<file path="src/rtl/wtc_pkg.sv">
package wtc_pkg;
  localparam int SRC_W  = 3;
  localparam int ADDR_W = 4;

  localparam logic [ADDR_W-1:0] A_CMD   = 4'd0;
  localparam logic [ADDR_W-1:0] A_MODE  = 4'd1;
  localparam logic [ADDR_W-1:0] A_CMPA  = 4'd2;
  localparam logic [ADDR_W-1:0] A_CMPC  = 4'd3;
  localparam logic [ADDR_W-1:0] A_CNT   = 4'd4;
  localparam logic [ADDR_W-1:0] A_STAT  = 4'd5;
  localparam logic [ADDR_W-1:0] A_IEN   = 4'd6;
  localparam logic [ADDR_W-1:0] A_IDIS  = 4'd7;
  localparam logic [ADDR_W-1:0] A_IMASK = 4'd8;

  localparam int CMD_ON   = 0;
  localparam int CMD_OFF  = 1;
  localparam int CMD_TRIG = 2;

  typedef struct packed {
    logic             clr_on_c;
    logic             set_on_a;
    logic             stop_on_c;
    logic             auto_c;
    logic [SRC_W-1:0] src;
  } mode_t;

  localparam int MODE_W = $bits(mode_t);
endpackage

</file>
<file path="src/rtl/wtc_tick_sel.sv">
module wtc_tick_sel
  import wtc_pkg::*;
#(
  parameter int NUM_DIV = 3
) (
  input  logic               clk_i,
  input  logic               rst_ni,
  input  logic [SRC_W-1:0]   sel_i,
  input  logic [NUM_DIV-1:0] div_tick_i,
  input  logic               slow_tick_i,
  input  logic               chain_i,
  output logic               tick_o
);
  localparam int SLOTS = 1 << SRC_W;
  localparam int SLOW_SLOT  = NUM_DIV;
  localparam int CHAIN_SLOT = NUM_DIV + 1;

  logic chain_q;
  logic chain_rise;
  logic [SLOTS-1:0] src_vec;

  always_ff @(posedge clk_i or negedge rst_ni) begin
    if (!rst_ni) chain_q <= 1'b0;
    else         chain_q <= chain_i;
  end

  assign chain_rise = chain_i & ~chain_q;

  // slots past the chain slot tie off, giving a no-tick selection
  for (genvar g = 0; g < SLOTS; g++) begin : g_slot
    if (g < NUM_DIV) begin : g_div
      assign src_vec[g] = div_tick_i[g];
    end else if (g == SLOW_SLOT) begin : g_slow
      assign src_vec[g] = slow_tick_i;
    end else if (g == CHAIN_SLOT) begin : g_chain
      assign src_vec[g] = chain_rise;
    end else begin : g_none
      assign src_vec[g] = 1'b0;
    end
  end

  assign tick_o = src_vec[sel_i];
endmodule

</file>
<file path="src/rtl/wtc_count_core.sv">
module wtc_count_core #(
  parameter int CNT_W = 16
) (
  input  logic             clk_i,
  input  logic             rst_ni,
  input  logic             en_i,
  input  logic             tick_i,
  input  logic             trig_i,
  input  logic             auto_i,
  input  logic             set_a_i,
  input  logic             clr_a_i,
  input  logic [CNT_W-1:0] cmp_a_i,
  input  logic [CNT_W-1:0] cmp_c_i,
  output logic [CNT_W-1:0] cnt_o,
  output logic             match_c_o,
  output logic             wave_a_o
);
  logic [CNT_W-1:0] cnt_q, cnt_d;
  logic             wave_q, wave_d;
  logic             adv, hit_a, hit_c;

  assign adv   = en_i & tick_i & ~trig_i;
  assign hit_a = adv & (cnt_q == cmp_a_i);
  assign hit_c = adv & (cnt_q == cmp_c_i);

  always_comb begin
    cnt_d = cnt_q;
    if (trig_i)                cnt_d = '0;
    else if (hit_c && auto_i)  cnt_d = '0;
    else if (adv)              cnt_d = cnt_q + 1'b1;
  end

  // compare C has priority over compare A on the output
  always_comb begin
    wave_d = wave_q;
    if (hit_c && clr_a_i)      wave_d = 1'b0;
    else if (hit_a && set_a_i) wave_d = 1'b1;
  end

  always_ff @(posedge clk_i or negedge rst_ni) begin
    if (!rst_ni) begin
      cnt_q  <= '0;
      wave_q <= 1'b0;
    end else begin
      cnt_q  <= cnt_d;
      wave_q <= wave_d;
    end
  end

  assign cnt_o     = cnt_q;
  assign match_c_o = hit_c;
  assign wave_a_o  = wave_q;
endmodule

</file>
<file path="src/rtl/wtc_regs.sv">
module wtc_regs
  import wtc_pkg::*;
#(
  parameter int CNT_W = 16
) (
  input  logic              clk_i,
  input  logic              rst_ni,
  input  logic [ADDR_W-1:0] addr_i,
  input  logic              wr_i,
  input  logic [CNT_W-1:0]  wdata_i,
  input  logic              rd_i,
  output logic [CNT_W-1:0]  rdata_o,
  input  logic [CNT_W-1:0]  cnt_i,
  input  logic              match_c_i,
  output mode_t             mode_o,
  output logic [CNT_W-1:0]  cmp_a_o,
  output logic [CNT_W-1:0]  cmp_c_o,
  output logic              clk_en_o,
  output logic              trig_o,
  output logic              flag_o,
  output logic              ien_o
);
  mode_t            mode_q;
  logic [CNT_W-1:0] cmp_a_q, cmp_c_q;
  logic             clk_en_q, clk_en_d;
  logic             flag_q, flag_d;
  logic             ien_q, ien_d;
  logic             cmd_wr, stat_rd;

  assign cmd_wr  = wr_i & (addr_i == A_CMD);
  assign stat_rd = rd_i & (addr_i == A_STAT);
  assign trig_o  = cmd_wr & wdata_i[CMD_TRIG];

  always_comb begin
    clk_en_d = clk_en_q;
    if (match_c_i && mode_q.stop_on_c) clk_en_d = 1'b0;
    if (cmd_wr) begin
      if (wdata_i[CMD_OFF])     clk_en_d = 1'b0;
      else if (wdata_i[CMD_ON]) clk_en_d = 1'b1;
    end
  end

  // a match in the read cycle keeps the flag pending
  always_comb begin
    flag_d = flag_q;
    if (match_c_i)    flag_d = 1'b1;
    else if (stat_rd) flag_d = 1'b0;
  end

  always_comb begin
    ien_d = ien_q;
    if (wr_i && addr_i == A_IEN  && wdata_i[0]) ien_d = 1'b1;
    if (wr_i && addr_i == A_IDIS && wdata_i[0]) ien_d = 1'b0;
  end

  always_ff @(posedge clk_i or negedge rst_ni) begin
    if (!rst_ni) begin
      mode_q   <= '0;
      cmp_a_q  <= '0;
      cmp_c_q  <= '0;
      clk_en_q <= 1'b0;
      flag_q   <= 1'b0;
      ien_q    <= 1'b0;
    end else begin
      clk_en_q <= clk_en_d;
      flag_q   <= flag_d;
      ien_q    <= ien_d;
      if (wr_i && addr_i == A_MODE) mode_q  <= mode_t'(wdata_i[MODE_W-1:0]);
      if (wr_i && addr_i == A_CMPA) cmp_a_q <= wdata_i;
      if (wr_i && addr_i == A_CMPC) cmp_c_q <= wdata_i;
    end
  end

  always_comb begin
    rdata_o = '0;
    if (rd_i) begin
      unique case (addr_i)
        A_MODE:  rdata_o = CNT_W'(mode_q);
        A_CMPA:  rdata_o = cmp_a_q;
        A_CMPC:  rdata_o = cmp_c_q;
        A_CNT:   rdata_o = cnt_i;
        A_STAT:  rdata_o = CNT_W'({clk_en_q, flag_q});
        A_IMASK: rdata_o = CNT_W'(ien_q);
        default: rdata_o = '0;
      endcase
    end
  end

  assign mode_o   = mode_q;
  assign cmp_a_o  = cmp_a_q;
  assign cmp_c_o  = cmp_c_q;
  assign clk_en_o = clk_en_q;
  assign flag_o   = flag_q;
  assign ien_o    = ien_q;
endmodule

</file>
<file path="src/rtl/wave_timer_channel.sv">
module wave_timer_channel
  import wtc_pkg::*;
#(
  parameter int CNT_W   = 16,
  parameter int NUM_DIV = 3
) (
  input  logic               clk_i,
  input  logic               rst_ni,
  input  logic [ADDR_W-1:0]  addr_i,
  input  logic               wr_i,
  input  logic [CNT_W-1:0]   wdata_i,
  input  logic               rd_i,
  output logic [CNT_W-1:0]   rdata_o,
  input  logic [NUM_DIV-1:0] div_tick_i,
  input  logic               slow_tick_i,
  input  logic               chain_i,
  output logic               wave_a_o,
  output logic               irq_o
);
  mode_t            mode_w;
  logic [CNT_W-1:0] cnt_w, cmp_a_w, cmp_c_w;
  logic             tick_w, clk_en_w, trig_w, match_c_w, flag_w, ien_w;

  wtc_tick_sel #(.NUM_DIV(NUM_DIV)) u_tick (
    .clk_i       (clk_i),
    .rst_ni      (rst_ni),
    .sel_i       (mode_w.src),
    .div_tick_i  (div_tick_i),
    .slow_tick_i (slow_tick_i),
    .chain_i     (chain_i),
    .tick_o      (tick_w)
  );

  wtc_count_core #(.CNT_W(CNT_W)) u_core (
    .clk_i     (clk_i),
    .rst_ni    (rst_ni),
    .en_i      (clk_en_w),
    .tick_i    (tick_w),
    .trig_i    (trig_w),
    .auto_i    (mode_w.auto_c),
    .set_a_i   (mode_w.set_on_a),
    .clr_a_i   (mode_w.clr_on_c),
    .cmp_a_i   (cmp_a_w),
    .cmp_c_i   (cmp_c_w),
    .cnt_o     (cnt_w),
    .match_c_o (match_c_w),
    .wave_a_o  (wave_a_o)
  );

  wtc_regs #(.CNT_W(CNT_W)) u_regs (
    .clk_i     (clk_i),
    .rst_ni    (rst_ni),
    .addr_i    (addr_i),
    .wr_i      (wr_i),
    .wdata_i   (wdata_i),
    .rd_i      (rd_i),
    .rdata_o   (rdata_o),
    .cnt_i     (cnt_w),
    .match_c_i (match_c_w),
    .mode_o    (mode_w),
    .cmp_a_o   (cmp_a_w),
    .cmp_c_o   (cmp_c_w),
    .clk_en_o  (clk_en_w),
    .trig_o    (trig_w),
    .flag_o    (flag_w),
    .ien_o     (ien_w)
  );

  assign irq_o = flag_w & ien_w;
endmodule

</file>
<file path="config.mk">
export PLATFORM = sky130hd
export DESIGN_NAME = wave_timer_channel
export DESIGN_NICKNAME = d
export VERILOG_FILES = /design/src/rtl/wtc_pkg.sv /design/src/rtl/wtc_tick_sel.sv /design/src/rtl/wtc_count_core.sv /design/src/rtl/wtc_regs.sv /design/src/rtl/wave_timer_channel.sv
export SDC_FILE = /design/constraint.sdc
export NUM_CORES = 1
export LEC_CHECK = 0
export ABC_AREA = 1
export BUFFER_PORTS_ARGS = -buffer_cell sky130_fd_sc_hd__buf_2
export CORE_ASPECT_RATIO = 1.25
export CORE_MARGIN = 2
export CORE_UTILIZATION = 50
export CTS_CLUSTER_SIZE = 28
export DETAILED_ROUTE_END_ITERATION = 10
export PLACE_DENSITY_LB_ADDON = 0.05
export SKIP_LAST_GASP = 1
export SLEW_MARGIN = 20
export SYNTH_ARGS = -nofsm -noshare
export SYNTH_HDL_FRONTEND = slang
export SYNTH_SLANG_ARGS = --single-unit
export TNS_END_PERCENT = 10
</file>
<file path="constraint.sdc">
create_clock -name clk_i -period 3.7 [get_ports clk_i]
set_clock_uncertainty 0.2 [all_clocks]
set_input_delay 0.37 -clock clk_i [delete_from_list [all_inputs] [get_ports clk_i]]
set_output_delay 0.37 -clock clk_i [all_outputs]
set_load 0.005 [all_outputs]
</file>
Word level (Yosys, flattened, before mapping)

Cells that the tools add are included.

Logic and storage cells: 69
Bits in registers: 60
Input port bits: 29
Output and inout bits: 18

Reduce and logical (&&, ||, !) cells: 16
Multiplexer cells: 17
Eq/ne operators: 10
Bitwise logic cells: 11
Add/sub/neg operators: 1
Order comparisons: 1

Operators by type and width:

| kind                                               | count |
|---|---|
| one-hot mux 16 bit (6 select lines)                | 1 |
| two-way mux 16 bit                                 | 4 |
| == test 16 bit                                     | 2 |
| adder 16 x 1 -> 16 bit, second input constant      | 1 |
| == test 4 x 3 -> 1 bit, second input constant      | 4 |
| logical AND 1 bit                                  | 11 |
| two-way mux 1 bit                                  | 11 |
| AND 1 bit                                          | 9 |
| == test 4 x 2 -> 1 bit, second input constant      | 2 |
| nonzero test 2 bit                                 | 3 |
| == test 4 x 1 -> 1 bit, second input constant      | 1 |
| == test 4 bit, second input constant               | 1 |
| zero test 4 bit                                    | 1 |
| < comparator 3 x 4 -> 1 bit, second input constant | 1 |
| binary-select mux 1 bit (select 3 bit)             | 1 |
| nonzero test 3 bit                                 | 1 |
| NOT 1 bit                                          | 2 |

Longest topological paths before layout

Gate-level depths: netlist of run 1.

Word-level depth: 12
Gate-level depth with buffers: 11
Depth with buffers taken out: 10

Modules after synthesis

From an unflattened synthesis of run 1, not the netlist that was laid out.

Cell total of the unflattened synthesis: 621
Area total of the unflattened synthesis: 4127.7 sq um

Modules (own cells, without submodules):

| module             | area an instance (sq um) | seq. area each (sq um) | instances | cells an instance |
|---|---|---|---|---|
| wtc_regs           | 2322.2                   | 1051.0                 | 1         | 296 |
| wtc_count_core     | 1700.4                   | 425.4                  | 1         | 304 |
| wtc_tick_sel       | 97.6                     | 25.0                   | 1         | 19 |
| wave_timer_channel | 7.5                      | 0.0                    | 1         | 2 |

Least setup slack after synthesis of run 1

No wires, ideal clock.

Path type: input -> output
Start: input port addr_i[2]
End: output port rdata_o[1]
Arrival: 1.272 ns
Required time: 3.130 ns
Cell stages on the path: 7
Buffers on the path: 1
Slack: 1.858 ns
Path through: inv_1 -> nor2_1 -> nand2_1 -> clkbuf_1 -> o221ai_1 -> nor2_1 -> nor2_1

Word-level cells in the longest chain between the ends: 3

RTL lines:

| what                                  | RTL line                 | source |
|---|---|---|
| from (decl)                           | wave_timer_channel.sv:9  | `input logic [ADDR_W-1:0] addr_i,` |
| == test 4 bit (tied with other cells) | wtc_regs.sv:77           | `unique case (addr_i)` |
| one-hot mux 16 bit (6 select lines) * | wtc_regs.sv:77           |  |
| two-way mux 16 bit *                  | wtc_regs.sv:76           | `if (rd_i) begin` |
| to (decl)                             | wave_timer_channel.sv:13 | `output logic [CNT_W-1:0] rdata_o,` |

Mark *: on every way between the ends. The rest lies on a longest branch, timed or not.

Worst setup path after layout of run 1

Start: input port addr_i[2]
End: output port rdata_o[5]

The elaborated chain is that of the path after synthesis.

==> results of run 1 <==
per-layer routing:
metal / track usage / vias up / part of all wire
met4: 0.0874 / 0 / 0.018
met2: 0.390 / 76 / 0.45
met5: 0 / - / 0
met3: 0.0284 / 13 / 0.036
li1: - / 1745 / -
met1: 0.374 / 1603 / 0.49
flip-flops by register name, summed over array words and instances (netlist names):
register	flops
u_core.cnt_o	16
u_regs.cmp_a_o	16
u_regs.cmp_c_o	16
u_regs.mode_o	7
u_core.wave_a_o	1
u_regs.clk_en_o	1
u_regs.flag_o	1
u_regs.ien_o	1
u_tick.chain_q	1
Yosys cell counts:
cell type  instances
buf_6              1
or2_2              1
xor2_1             5
nand4_2            1
nor2_4             2
nor2_2             4
nand3_1           17
nor3_1             3
o21ai_1           35
nand4_1            9
nand2_2            1
a221oi_1           5
nand2_4            1
a21oi_1            5
nand4_4            1
xnor2_1            5
inv_2             17
buf_2              1
buf_8              1
nand2_1          165
o31ai_1            1
o221ai_1           5
inv_1             68
nor2_1            36
dfrtp_1           60
o21ai_0           30
ha_1               1
o22ai_1           11
o2111ai_1          1
clkbuf_1          10
o21ai_2           10
kinds of logic (layout without fill, tap and decap cells):
kind of cell / after synthesis / after routing
AND/OR/NAND/NOR: 241 / 241
AO/OA/AOI/OAI: 103 / 103
buffers and inverters: 98 / 152
flip-flops: 60 / 60
XOR/XNOR: 10 / 10
adder cells (fa/ha/maj): 1 / 1
area by class of cell:
class	instances	share of cell area
Multi-Input combinational cell	355	0.417
Sequential cell	60	0.363
Inverter	85	0.0771
Timing Repair Buffer	51	0.0689
Clock buffer	10	0.0308
Tap cell	90	0.0272
Clock inverter	6	0.0157
power groups by stage:
stage,Sequential [mW],Clock (mW),Combinational (mW)
final,0.929,0.575,0.516
after global routing,0.944,0.614,0.594
after CTS,0.923,0.590,0.516
after detailed placement,0.934,0,0.514
after global placement,0.931,0,0.501
after floorplan,0.882,0,0.409
per-stage QoR:
| stage | power [mW] | area (um2) | util | worst slack [ps] |
|---|---|---|---|---|
| after floorplan | 1.29 | 3620 | - | 1860 |
| after global placement | 1.43 | 3910 | 0.560 | 1290 |
| after detailed placement | 1.45 | 3910 | 0.560 | 1250 |
| after CTS | 2.03 | 4110 | 0.589 | 1320 |
| after global routing | 2.15 | 4140 | 0.593 | 1100 |
| final | 2.02 | 4140 | 0.593 | 1300 |
path summary, 6_finish.rpt:
kind                             startpoint                 to  slack [ps]  depth (start not counted)
setup / recovery                  addr_i[2]         rdata_o[5]        1300                          8
hold / removal                   wdata_i[7]  u_regs.cmp_a_o[7]          80                          3
setup reg to reg            u_core.cnt_o[0]   u_core.cnt_o[14]        1720                          9
hold reg to reg            u_regs.mode_o[5]   u_regs.mode_o[5]         290                          2
max in group asynchronous            rst_ni   u_core.cnt_o[10]        2540                          3
min in group asynchronous            rst_ni      u_regs.flag_o         240                          2
worst min-delay path: stages:
cell and delay (ps):
buf_2 90, inv_1 50, o21ai_1 60
==> run metrics, run 1 <==
status finished, final reports clean; CP top delay family simple AND/OR/NAND/NOR gates; H-tree levels 3; sequential cell fraction of total power 0.460; area delta synth->final 14.4%; leading area contributor after synthesis dfrtp_1; Gate power share 0.256; largest fanout on the critical path 16; slowest CP cell nand2_1; grt total ovfl 0; largest family of logic cells by synthesized area simple AND/OR/NAND/NOR gates; largest net degree at the start of global routing 45; Final Cycle Share 0.648; vias per cell 5.23; Yosys reg bits 60; commonest non-fill, non-tap cells in the layout nand2_1 (165), inv_1 (68), dfrtp_1 (60), buf_2 (46), nor2_1 (36); Final min period 2400 ps; Num CTS Buffers 9; Worst EP arrival roughly 1800 ps; Crit. End Element output pin; commonest non-fill, non-tap cell in the layout nand2_1; worst endpoint required time 3130 ps; Pint roughly 1.3 mW; Syn Std Cell Area about 3600 um2; Critical Path Start Type primary input; type of the most critical hold path in2reg; TNS Setup 0 ps; I/O Buffers 46; Seq/Total Area, Yosys 0.415; final wirelength 9430 um; layout cells sized above 1 0.180; vias in the first global route 3176; drc violations 0; count of final max-slew check failures 0; filler cell count in the final layout about 700; relative slew slack 0.317; DP HPWL 7210 um; TritonCTS clock tree built; Net Sw Frac 0.363; initial antenna violation count 0; number of diodes 0; Clock Sinks 60; die area 7930 um2; Synth Area in Simple Gates 0.281; Worst-Margin Slew approximately 1000 ps; NumNets Final 592; Vias 3437; WP buf/inv 3; IO Count 47; drt first pass iters 4; antenna-violating nets left 0; XOR/XNOR Fraction of Synth Area 0.0242; Overall Global Routing Usage 0.255; post-synthesis compound-gate area fraction 0.169; max incr delay on CP ~420 ps; clock share of power 0.284; Max VDD drop 252 uV; Placed Cells 638; post_cts resized 0; top cells by area, synth dfrtp_1 (42%), nand2_1 (17%), inv_1 (7.1%); critical path, cell by cell buf_2 > inv_1 > nor2_1 > nand2_1 > o22ai_1 > a221oi_1 > nor2_1 > buf_2; Leak 2.15 nW; Die Span Y between 90 and 100 um; max cap viols 0; Setup Fix Bufs, Post-CTS 0; register area 1500 um2; num rows 34; Ys Warns 0; multi-input logic area 1730 um2; core area 6980 um2; PD cells roughly 490 nW/um2; Worst-Skew Late Latency 340 ps; RSZ-0062 raised after global routing false; final hold vios 0; Synth Area in Adders 0.00346; initial detailed-routing violation count 238; library cells used by synthesis 31; Starting Density 0.518; worst hold margin 82.9 ps; Post-Layout Cell Count 657; Avg WL per Cell between 10 and 15 um; mux cell area share after synthesis 0; first-pass GRT wire length 15600 um; CTS root buf clkbuf_8; Switch Pwr roughly 0.73 mW; syn nets 543; Worst-path clk slew around 60 ps; GPL Wtd Cong about 0.93; Syn Area/Cell 7.05 um2; top cell type's share of synthesized area 0.415; Hold Buf Count CTS 1; CTS max path bufs 2; setup violation total in the final timing report 0; Gate Count Post-Synth between 500 and 600; Die Wd 80.1 um; fmax 417 MHz; crit path kind in2out
Note: power is estimated with default switching activity, not from simulation.
==> inputs of run 2 (changes only) <==
==> constraint.sdc (replaced) <==
create_clock -name clk_i -period 2.13 [get_ports clk_i]
set_clock_uncertainty 0.2 [all_clocks]
set_input_delay 0.213 -clock clk_i [delete_from_list [all_inputs] [get_ports clk_i]]
set_output_delay 0.213 -clock clk_i [all_outputs]
set_load 0.005 [all_outputs]
==> run 2 against run 1 <==
Critical path depth grew 1. Largest cell class unchanged. Final area up 5.9%. Sequential power is 73% higher. Register-to-register slack worse by 1600 ps. Worst setup slack lost 1100 ps. Non-clock buffer count rose by 19. Via count is 4.0% higher.
==> run metrics, run 2 (synthesis results as in run 1) <==
status finished, final reports clean; Final Cycle Share 0.927; Crit. End Element flip-flop; die area 7930 um2; number of diodes 0; Final min period 1980 ps; I/O Buffers 46; Worst EP arrival 2050 ps; CTS root buf clkbuf_8; drt first pass iters 5; fmax a little over 500 MHz; Post-Layout Cell Count 675; area delta synth->final 21.2%; initial antenna violation count 0; vias in the first global route 3304; Num CTS Buffers 9; IO Count 47; Leak 2.24 nW; layout cells sized above 1 0.183; commonest non-fill, non-tap cells in the layout nand2_1 (165), inv_1 (68), dfrtp_1 (59), buf_2 (46), nor2_1 (36); antenna-violating nets left 0; Starting Density 0.518; grt total ovfl 0; core area between 6000 and 7000 um2; Worst-Skew Late Latency ~330 ps; final hold vios 0; initial detailed-routing violation count 265; first-pass GRT wire length 16000 um; Avg WL per Cell about 14 um; Worst-path clk slew 70 ps; vias per cell 5.29; Clock Sinks 60; TritonCTS clock tree built; Placed Cells 642; relative slew slack 0.656; largest fanout on the critical path 7; Power, Total 3.79 mW; GPL Wtd Cong about 0.90; setup violation total in the final timing report 0; Die Span Y 99.1 um; largest net degree at the start of global routing 41; final wirelength 9680 um; Overall Global Routing Usage 0.262; worst endpoint required time approximately 2200 ps; DP HPWL 7220 um; PD cells 864 nW/um2; Max VDD drop about 670 uV; NumNets Final 611; count of final max-slew check failures 0; H-tree levels 3; commonest non-fill, non-tap cell in the layout nand2_1; crit path kind reg2reg; CTS max path bufs 2; RSZ-0062 raised after global routing true; Setup Fix Bufs, Post-CTS 0; Critical Path Start Type flip-flop; Worst-Margin Slew 517 ps; num rows 34; Die Wd 80.1 um; Vias between 3000 and 4000; TNS Setup 0 ps; max cap viols 0; type of the most critical hold path in2reg; drc violations 0
-- run 2: changes by cell type in the layout (fill, tap and decap cells not counted), moves of 2 or more --
cell	before	now
clkinv_2	2	0
buf_4	2	5
clkinv_4	2	0
bufinv_16	1	3
dlygate4sd3_1	2	18
-- run 2: cell type report --
class	instances	area, um2
clock buffer	11	141
multi-input combinational	355	1740
inverter	85	319
tap	90	113
sequential	60	1500
clock inverter	4	97.6
fill	671	2590
timing repair buffer	70	468
-- run 2: metal layers --
metal / vias up / wire length (um) / track usage
met5: - / 0 / 0
met4: 0 / 241 / 0.124
met3: 18 / 611 / 0.0321
met2: 121 / 4290 / 0.386
met1: 1648 / 4530 / 0.382
li1: 1786 / - / -
-- run 2: per-stage QoR --
stage          utilization  instance area (um2)  worst slack [ps]  hold slack (ps)
6_report             0.628                 4380               154             7.36
2_1_floorplan            -                 3620               430             -283
5_1_grt              0.628                 4380             -14.5             29.8
3_5_place_dp         0.566                 3950              63.0             18.0
4_1_cts              0.626                 4370              52.7             2.94
3_3_place_gp         0.566                 3950               100             7.46
-- run 2: critical path, cell delays in order (launching register included) --
cell,delay (ps)
dfrtp_2,440
ha_1,200
nand2_1,70
inv_1,90
nand3_1,170
nor2_4,180
nand3_2,130
o21ai_2,200
nand3_1,160
nand2_1,90
-- run 2: final timing paths --
check / startpoint / end / slack [ps] / cells past startpoint
max: u_core.cnt_o[0] / u_core.cnt_o[12] / 150 / 9
min: wdata_i[1] / u_regs.cmp_a_o[1] / 7 / 3
max reg2reg: u_core.cnt_o[0] / u_core.cnt_o[12] / 150 / 9
min reg2reg: u_regs.mode_o[6] / u_regs.mode_o[6] / 300 / 2
max in group asynchronous: rst_ni / u_regs.cmp_a_o[11] / 960 / 3
min in group asynchronous: rst_ni / u_core.cnt_o[7] / 180 / 2
-- run 2: repair_timing --
item / in CTS / in global routing
hold endpoints to repair: 55 / 0
hold buffers: 18 / 0
endpoints found under the setup margin: 0 / 4
gates resized for setup: 0 / 5
-- run 2: power breakdown --
part           total [mW]  internal [mW]  leakage [nW]  switching [mW]
Clock                1.25          0.803         0.116           0.447
Sequential           1.61           1.35         0.772           0.256
Combinational       0.932          0.373          1.35           0.559
